==> src/rtl/hwr_pkg.sv <==
`timescale 1ns/1ps
package hwr_pkg;
    typedef enum logic [2:0] {
        ST_IDLE  = 3'd0,
        ST_HOLD  = 3'd1,
        ST_BUFEN = 3'd2,
        ST_MEMCS = 3'd3,
        ST_ACK   = 3'd4,
        ST_RECOV = 3'd5
    } hwr_state_e;
endpackage

==> src/rtl/hwr_sync.sv <==
`timescale 1ns/1ps
module hwr_sync #(
    parameter int STAGES = 2
) (
    input  logic clk,
    input  logic rst_n,
    input  logic async_n,
    output logic req
);
    logic [STAGES-1:0] chain;

    for (genvar g = 0; g < STAGES; g++) begin : g_stage
        if (g == 0) begin : g_first
            always_ff @(posedge clk) begin
                if (!rst_n) chain[0] <= 1'b0;
                else        chain[0] <= ~async_n;
            end
        end else begin : g_next
            always_ff @(posedge clk) begin
                if (!rst_n) chain[g] <= 1'b0;
                else        chain[g] <= chain[g-1];
            end
        end
    end

    assign req = chain[STAGES-1];
endmodule

==> src/rtl/hwr_fsm.sv <==
`timescale 1ns/1ps
module hwr_fsm
    import hwr_pkg::*;
#(
    parameter int RECOV_CYCLES = 1
) (
    input  logic       clk,
    input  logic       rst_n,
    input  logic       req,
    input  logic       holdoff,
    output hwr_state_e state
);
    localparam int CW = (RECOV_CYCLES > 1) ? $clog2(RECOV_CYCLES) : 1;
    localparam logic [CW-1:0] RLAST = CW'(RECOV_CYCLES - 1);

    hwr_state_e      nxt;
    logic [CW-1:0]   rcnt;

    always_ff @(posedge clk) begin
        if (!rst_n) begin
            state <= ST_IDLE;
            rcnt  <= '0;
        end else begin
            state <= nxt;
            rcnt  <= (state == ST_RECOV && nxt == ST_RECOV) ? rcnt + 1'b1 : '0;
        end
    end

    always_comb begin
        nxt = state;
        unique case (state)
            ST_IDLE:  if (req) nxt = holdoff ? ST_HOLD : ST_BUFEN;
            ST_HOLD: begin
                if (!req)          nxt = ST_IDLE;
                else if (!holdoff) nxt = ST_BUFEN;
            end
            ST_BUFEN: nxt = ST_MEMCS;
            ST_MEMCS: nxt = ST_ACK;
            ST_ACK:   if (!req) nxt = ST_RECOV;
            ST_RECOV: if (rcnt == RLAST) nxt = ST_IDLE;
            default:  nxt = ST_IDLE;
        endcase
    end


    hold_blocks_start_chk: assert property (@(posedge clk) disable iff (!rst_n)
        (state inside {ST_IDLE, ST_HOLD}) && holdoff |=> state != ST_BUFEN);

    ack_until_release_chk: assert property (@(posedge clk) disable iff (!rst_n)
        (state == ST_ACK) && req |=> state == ST_ACK);

    recov_then_idle_chk: assert property (@(posedge clk) disable iff (!rst_n)
        $rose(state == ST_RECOV) |-> $past(state == ST_ACK));
endmodule

==> src/rtl/hwr_strobe.sv <==
`timescale 1ns/1ps
module hwr_strobe
    import hwr_pkg::*;
(
    input  logic       clk,
    input  logic       rst_n,
    input  hwr_state_e state,
    output logic       addr_buf_en_n,
    output logic       data_buf_en_n,
    output logic       buf_dir,
    output logic       sram_cs_n,
    output logic       sram_we_n,
    output logic       host_ack_n,
    output logic       busy
);
    logic we_half;

    always_ff @(negedge clk) begin
        if (!rst_n) we_half <= 1'b0;
        else        we_half <= (state == ST_MEMCS);
    end

    always_comb begin
        addr_buf_en_n = 1'b1;
        data_buf_en_n = 1'b1;
        buf_dir       = 1'b0;
        sram_cs_n     = 1'b1;
        sram_we_n     = 1'b1;
        host_ack_n    = 1'b1;
        busy          = 1'b0;
        unique case (state)
            ST_IDLE, ST_HOLD: ;
            ST_BUFEN: begin
                addr_buf_en_n = 1'b0;
                data_buf_en_n = 1'b0;
                buf_dir       = 1'b1;
                busy          = 1'b1;
            end
            ST_MEMCS: begin
                addr_buf_en_n = 1'b0;
                data_buf_en_n = 1'b0;
                buf_dir       = 1'b1;
                sram_cs_n     = 1'b0;
                sram_we_n     = ~we_half;
                busy          = 1'b1;
            end
            ST_ACK: begin
                host_ack_n = 1'b0;
                busy       = 1'b1;
            end
            ST_RECOV: busy = 1'b1;
            default: ;
        endcase
    end


    we_inside_cs_chk: assert property (@(negedge clk) disable iff (!rst_n)
        !sram_we_n |-> !sram_cs_n);

    we_released_with_cs_chk: assert property (@(posedge clk) disable iff (!rst_n)
        !sram_we_n |=> sram_we_n && sram_cs_n);
endmodule

==> src/rtl/hwr_seq.sv <==
`timescale 1ns/1ps
module hwr_seq
    import hwr_pkg::*;
#(
    parameter int SYNC_STAGES  = 2,
    parameter int RECOV_CYCLES = 1
) (
    input  logic clk,
    input  logic rst_n,
    input  logic host_cs_n,
    input  logic holdoff,
    output logic addr_buf_en_n,
    output logic data_buf_en_n,
    output logic buf_dir,
    output logic sram_cs_n,
    output logic sram_we_n,
    output logic host_ack_n,
    output logic busy
);
    logic       req;
    hwr_state_e state;

    hwr_sync #(.STAGES(SYNC_STAGES)) u_sync (
        .clk     (clk),
        .rst_n   (rst_n),
        .async_n (host_cs_n),
        .req     (req)
    );

    hwr_fsm #(.RECOV_CYCLES(RECOV_CYCLES)) u_fsm (
        .clk     (clk),
        .rst_n   (rst_n),
        .req     (req),
        .holdoff (holdoff),
        .state   (state)
    );

    hwr_strobe u_strobe (
        .clk           (clk),
        .rst_n         (rst_n),
        .state         (state),
        .addr_buf_en_n (addr_buf_en_n),
        .data_buf_en_n (data_buf_en_n),
        .buf_dir       (buf_dir),
        .sram_cs_n     (sram_cs_n),
        .sram_we_n     (sram_we_n),
        .host_ack_n    (host_ack_n),
        .busy          (busy)
    );


    start_needs_request_chk: assert property (@(posedge clk) disable iff (!rst_n)
        $fell(addr_buf_en_n) |-> $past(req));

    buffers_before_cs_chk: assert property (@(posedge clk) disable iff (!rst_n)
        $fell(sram_cs_n) |-> $past(!addr_buf_en_n && !data_buf_en_n && buf_dir));

    ack_after_cs_chk: assert property (@(posedge clk) disable iff (!rst_n)
        $fell(host_ack_n) |-> $past(!sram_cs_n) && sram_cs_n && addr_buf_en_n);

    recovery_busy_chk: assert property (@(posedge clk) disable iff (!rst_n)
        $rose(host_ack_n) |-> busy && addr_buf_en_n && sram_cs_n);
endmodule

==> config.mk <==
export PLATFORM = sky130hd
export DESIGN_NAME = hwr_seq
export DESIGN_NICKNAME = d
export VERILOG_FILES = /design/src/rtl/hwr_pkg.sv /design/src/rtl/hwr_sync.sv /design/src/rtl/hwr_fsm.sv /design/src/rtl/hwr_strobe.sv /design/src/rtl/hwr_seq.sv
export SDC_FILE = /design/constraint.sdc
export NUM_CORES = 1
export LEC_CHECK = 0
export ABC_AREA = 0
export BUFFER_PORTS_ARGS = -buffer_cell sky130_fd_sc_hd__buf_2
export CORE_AREA = 2 2 39 41
export DETAILED_ROUTE_END_ITERATION = 12
export DIE_AREA = 0 0 41 43
export GPL_TIMING_DRIVEN = 0
export PLACE_DENSITY_LB_ADDON = 0.12
export SLEW_MARGIN = 20
export SYNTH_ARGS = -nofsm -noshare
export SYNTH_HDL_FRONTEND = slang
export SYNTH_SLANG_ARGS = --single-unit
==> constraint.sdc <==
create_clock -name clk -period 1.2 [get_ports clk]
set_clock_uncertainty 0.05 [all_clocks]
set_input_delay 0.06 -clock clk [delete_from_list [all_inputs] [get_ports clk]]
set_output_delay 0.06 -clock clk [all_outputs]
set_load 0.05 [all_outputs]
### Yosys cells after proc, flatten, opt, wreduce, memory -nomap -nowiden

Index checks and enable logic that the tools add are counted.

* bitwise logic cells: 2
* add/sub/neg operators: 1
* reductions and logical operators: 5
* order comparisons: 0
* eq/ne operators: 6
* divide/modulo/power cells: 0
* shifts and indexed selects: 0
* mux-type cells: 13
* multipliers: 0

Operators by type and width (number)
* $pmux W3 S6: 1
* $mux W3: 5
* $eq A3 B3 Y1 const B: 3
* $eq A3 B2 Y1 const B: 2
* $mux W1: 6
* $reduce_or A4 Y1: 1
* $eq A3 B1 Y1 const B: 1
* $logic_not A3 Y1: 1
* $mux W2: 1
* $not A1 Y1: 2
* $reduce_and A2 Y1: 1
* $reduce_or A2 Y1: 1
* $add A1 B1 Y1 const B: 1
* $logic_and A1 B1 Y1: 1

* word-level logic and storage cells: 32
* output and inout port bits: 7
* bits in writable memories: 0
* memory bits (read-only): 0
* bits of input ports: 4
* memories kept: 0
* bits in latches: 0
* register bits after elaboration: 7

### Longest topological paths before layout

* depth in word-level cells: 6
* mapped depth: 4
* mapped depth without buffers: 4

### Modules after synthesis

From an unflattened synthesis, not the netlist that was laid out.

* cell total of the unflattened synthesis: 35
* area total of the unflattened synthesis: 331.6 sq um

Modules (own cells, without submodules)
* hwr_fsm: seq. area each 80.1 sq um, cells an instance 20, area each 180.2 sq um, instances 1
* hwr_strobe: seq. area each 20.0 sq um, cells an instance 11, area each 91.3 sq um, instances 1
* hwr_sync: seq. area each 40.0 sq um, cells an instance 4, area each 60.1 sq um, instances 1

==> impl_metrics.toml <==
[run_status]
status = "finished with violations"
violations_in_the_final_reports = "setup timing"

[cells_and_area]
final_cell_mix = "6 x sky130_fd_sc_hd__buf_6, 4 x sky130_fd_sc_hd__buf_8, 4 x sky130_fd_sc_hd__dfxtp_1"
layout_commonest_cell = "sky130_fd_sc_hd__buf_6"
post_layout_nets = 63
layout-area-overhead-vs-synth_pct = 86.90
drive_above_1_share = 0.5714
fillers = 144
num_antenna_cells = 0

[synthesis]
synthesis.nets = 42
synth_largest_type_area_fraction = 0.4444
post_synth_inst_count = 36
asr_flop_ratio_synth = 0
cell_taking_the_most_area_after_synthesis = "sky130_fd_sc_hd__dfxtp_1"
yosys-top-cells-area = "sky130_fd_sc_hd__dfxtp_1 44%, sky130_fd_sc_hd__ha_1 7.9%, sky130_fd_sc_hd__inv_1 7.1%, sky130_fd_sc_hd__and2_1 4.0%, sky130_fd_sc_hd__nor2b_1 4.0%"
postSynthRegisterBits = 7
synth_sequential_area_ratio = 0.4444
mappedNetlistArea_um2 = 315.3
synth-edff-count = 0
avgSynthCellArea_um2 = 8.758
primary_flip_flop_cell_chosen_by_synthesis_mapping = "sky130_fd_sc_hd__dfxtp_1"
ys_warn_count = 0
synth.distinct_cells = 19

[routing]
remaining_drc_errors = 0
routed_via_density = 4.236
drt-initial-drc-count = 5
postRouteAntennaNets = 0
avgRoutedWirePerCell_um = 9.500
firstDrtPassIters = 4
routed_wire_length_um = 684
routed-via-count = 305

[die]
die_height_um = 43
die_w_um = 41
pin_count = 11
initial_utilization = 0.2278
dieArea_um2 = 1763
floorplan.core_area_um2 = 1384
row_count = 14

[power]
pleak_nw = 0.2510
pwr-share-seq = 0.468
p_sw_mw = 0.1318
power_density_nw_per_um2 = 886.2
power_frac_clock = 0.406
worst_ir_drop_vdd_uv = 529.5
comb_power_share = 0.126
switching_share = 0.2525
p_int_mw = 0.3904

[sta]
timing.setup.tns_ps = -913.5
hold_ws_ps = 9.673
setup_repair_after_global_routing_missed_its_margin = "true"
setup_viol = 7
timing.final.ws_setup_ps = -334.2
final_report_max_slew_violation_count = 0
finalHoldViolations = 0

[global_routing]
first_global_vias = 281
track_usage = 0.09347
grt_first_pass_wirelength_um = 1041
maximum_number_of_pins_on_one_net_before_global_route_repair = 9
grt-ovfl-total = 0
antenna_found_initial = 0

[setup_path]
reg2reg_slack_ps = -200
critPathKind = "flop to output pin"
worst_ep_arrival_time_ps = 1420
critical_path.startpoint_type = "flop"
end_kind = "output pin"
worstPathMaxFanout = 1
critPathRequiredTime_ps = 1090

[placement]
gpl.final_weighted_congestion = 0.7203
place_hpwl_um = 446.7
port-buffer-count = 10

[worst_hold_path]
worstHoldPathType = "input pin to flop"

[run]
timing.max_cap.violations = 0

[clock_network]
cts-buffers-inserted = 3
clock_root_buffer = "sky130_fd_sc_hd__clkbuf_4"
cts_tree = "yes"
cts.reportedPaths.clkPinSlew_ps = 50
worstSkewPairLatency_ps = 250
clkSinkCount = 7
cts_buffer_depth = 2
cts_htree_levels = 1
-- final timing paths --
kind | start | endpoint | cells after the start
setup / recovery | u_strobe.we_half | sram_we_n | 2
setup reg to reg | u_fsm.state[2] | u_strobe.we_half | 3
hold / removal | rst_n | u_sync.req | 2
hold reg to reg | u_sync.chain[0] | u_sync.req | 1
-- kinds of logic (layout without fill, tap and decap cells) --
logic type / count (synthesis) / in the layout / synth area share
adder cells (fa/ha/maj): 2 / 2 / 0.07935
other: 1 / 1 / 0.01189
flip-flops: 7 / 7 / 0.4444
AND/OR/NAND/NOR: 14 / 14 / 0.2659
AO/OA/AOI/OAI: 5 / 5 / 0.1032
buffers and inverters: 7 / 27 / 0.09524
-- Yosys cell counts (2+ instances only) --
cell type / n
sky130_fd_sc_hd__nor2b_1: 2
sky130_fd_sc_hd__a21oi_1: 2
sky130_fd_sc_hd__nand3_1: 2
sky130_fd_sc_hd__dfxtp_1: 7
sky130_fd_sc_hd__ha_1: 2
sky130_fd_sc_hd__inv_1: 6
sky130_fd_sc_hd__nand2_1: 2
sky130_fd_sc_hd__and2_1: 2
-- critical path, cell delays in order (launching register included) --
cell and delay, ps:
sky130_fd_sc_hd__dfxtp_2 300, sky130_fd_sc_hd__nand2_2 70, sky130_fd_sc_hd__buf_8 140
-- state kept, by name (all words and copies together) (netlist names) --
signal and flops:
u_sync.req 1, u_fsm.state 3, u_strobe.we_half 1, u_fsm.rcnt 1, u_sync.chain 1
-- power by group through the flow --
stage          clock network (mW)  registers [mW]  logic, mW
3_5_place_dp               0.0104           0.252     0.0492
6_report                    0.212           0.244     0.0656
3_3_place_gp               0.0104           0.252     0.0485
5_1_grt                     0.247           0.245     0.0703
4_1_cts                     0.225           0.244     0.0624
2_1_floorplan              0.0104           0.250     0.0377
-- what timing repair did --
item / CTS / global route
endpoints found under the setup margin: 7 / 9
buffers inserted: 5 / 1
pin swaps: 4 / 4
hold endpoints to repair: 1 / 0
gates cloned: 0 / 0
resized for setup: 23 / 10
hold buffers: 1 / 0
-- metal layers --
metal / wire [um] / track usage
met1: 272 / 0.1065
met2: 358 / 0.1219
met3: 36 / 0.03141
met4: 17 / 0.1000
met5: 0 / 0
-- stage by stage --
| stage | area, um^2 | utilization | worst slack, ps | cells | power, mW |
|---|---|---|---|---|---|
| floorplan | 339.1 | - | -262.0 | 36 | 0.2985 |
| global placement | 409.1 | 0.2957 | -314.8 | 62 | 0.3112 |
| detailed placement | 409.1 | 0.2957 | -311.7 | 62 | 0.3121 |
| CTS | 560.5 | 0.4051 | -336.1 | 72 | 0.5310 |
| global route | 589.3 | 0.4259 | -381.0 | 72 | 0.5620 |
| finish | 589.3 | 0.4259 | -334.2 | 72 | 0.5223 |
-- cell type report --
type,count,area (um^2),area share
clock inverter,2,7.507,0.01274
timing repair buffer,16,176.4,0.2994
inverter,5,27.53,0.04671
clock buffer,3,22.52,0.03822
tap,16,20.02,0.03397
buffer,1,11.26,0.01911
sequential,7,148.9,0.2527
multi-input combinational,22,175.2,0.2972
Note: power is estimated with default switching activity, not from simulation.
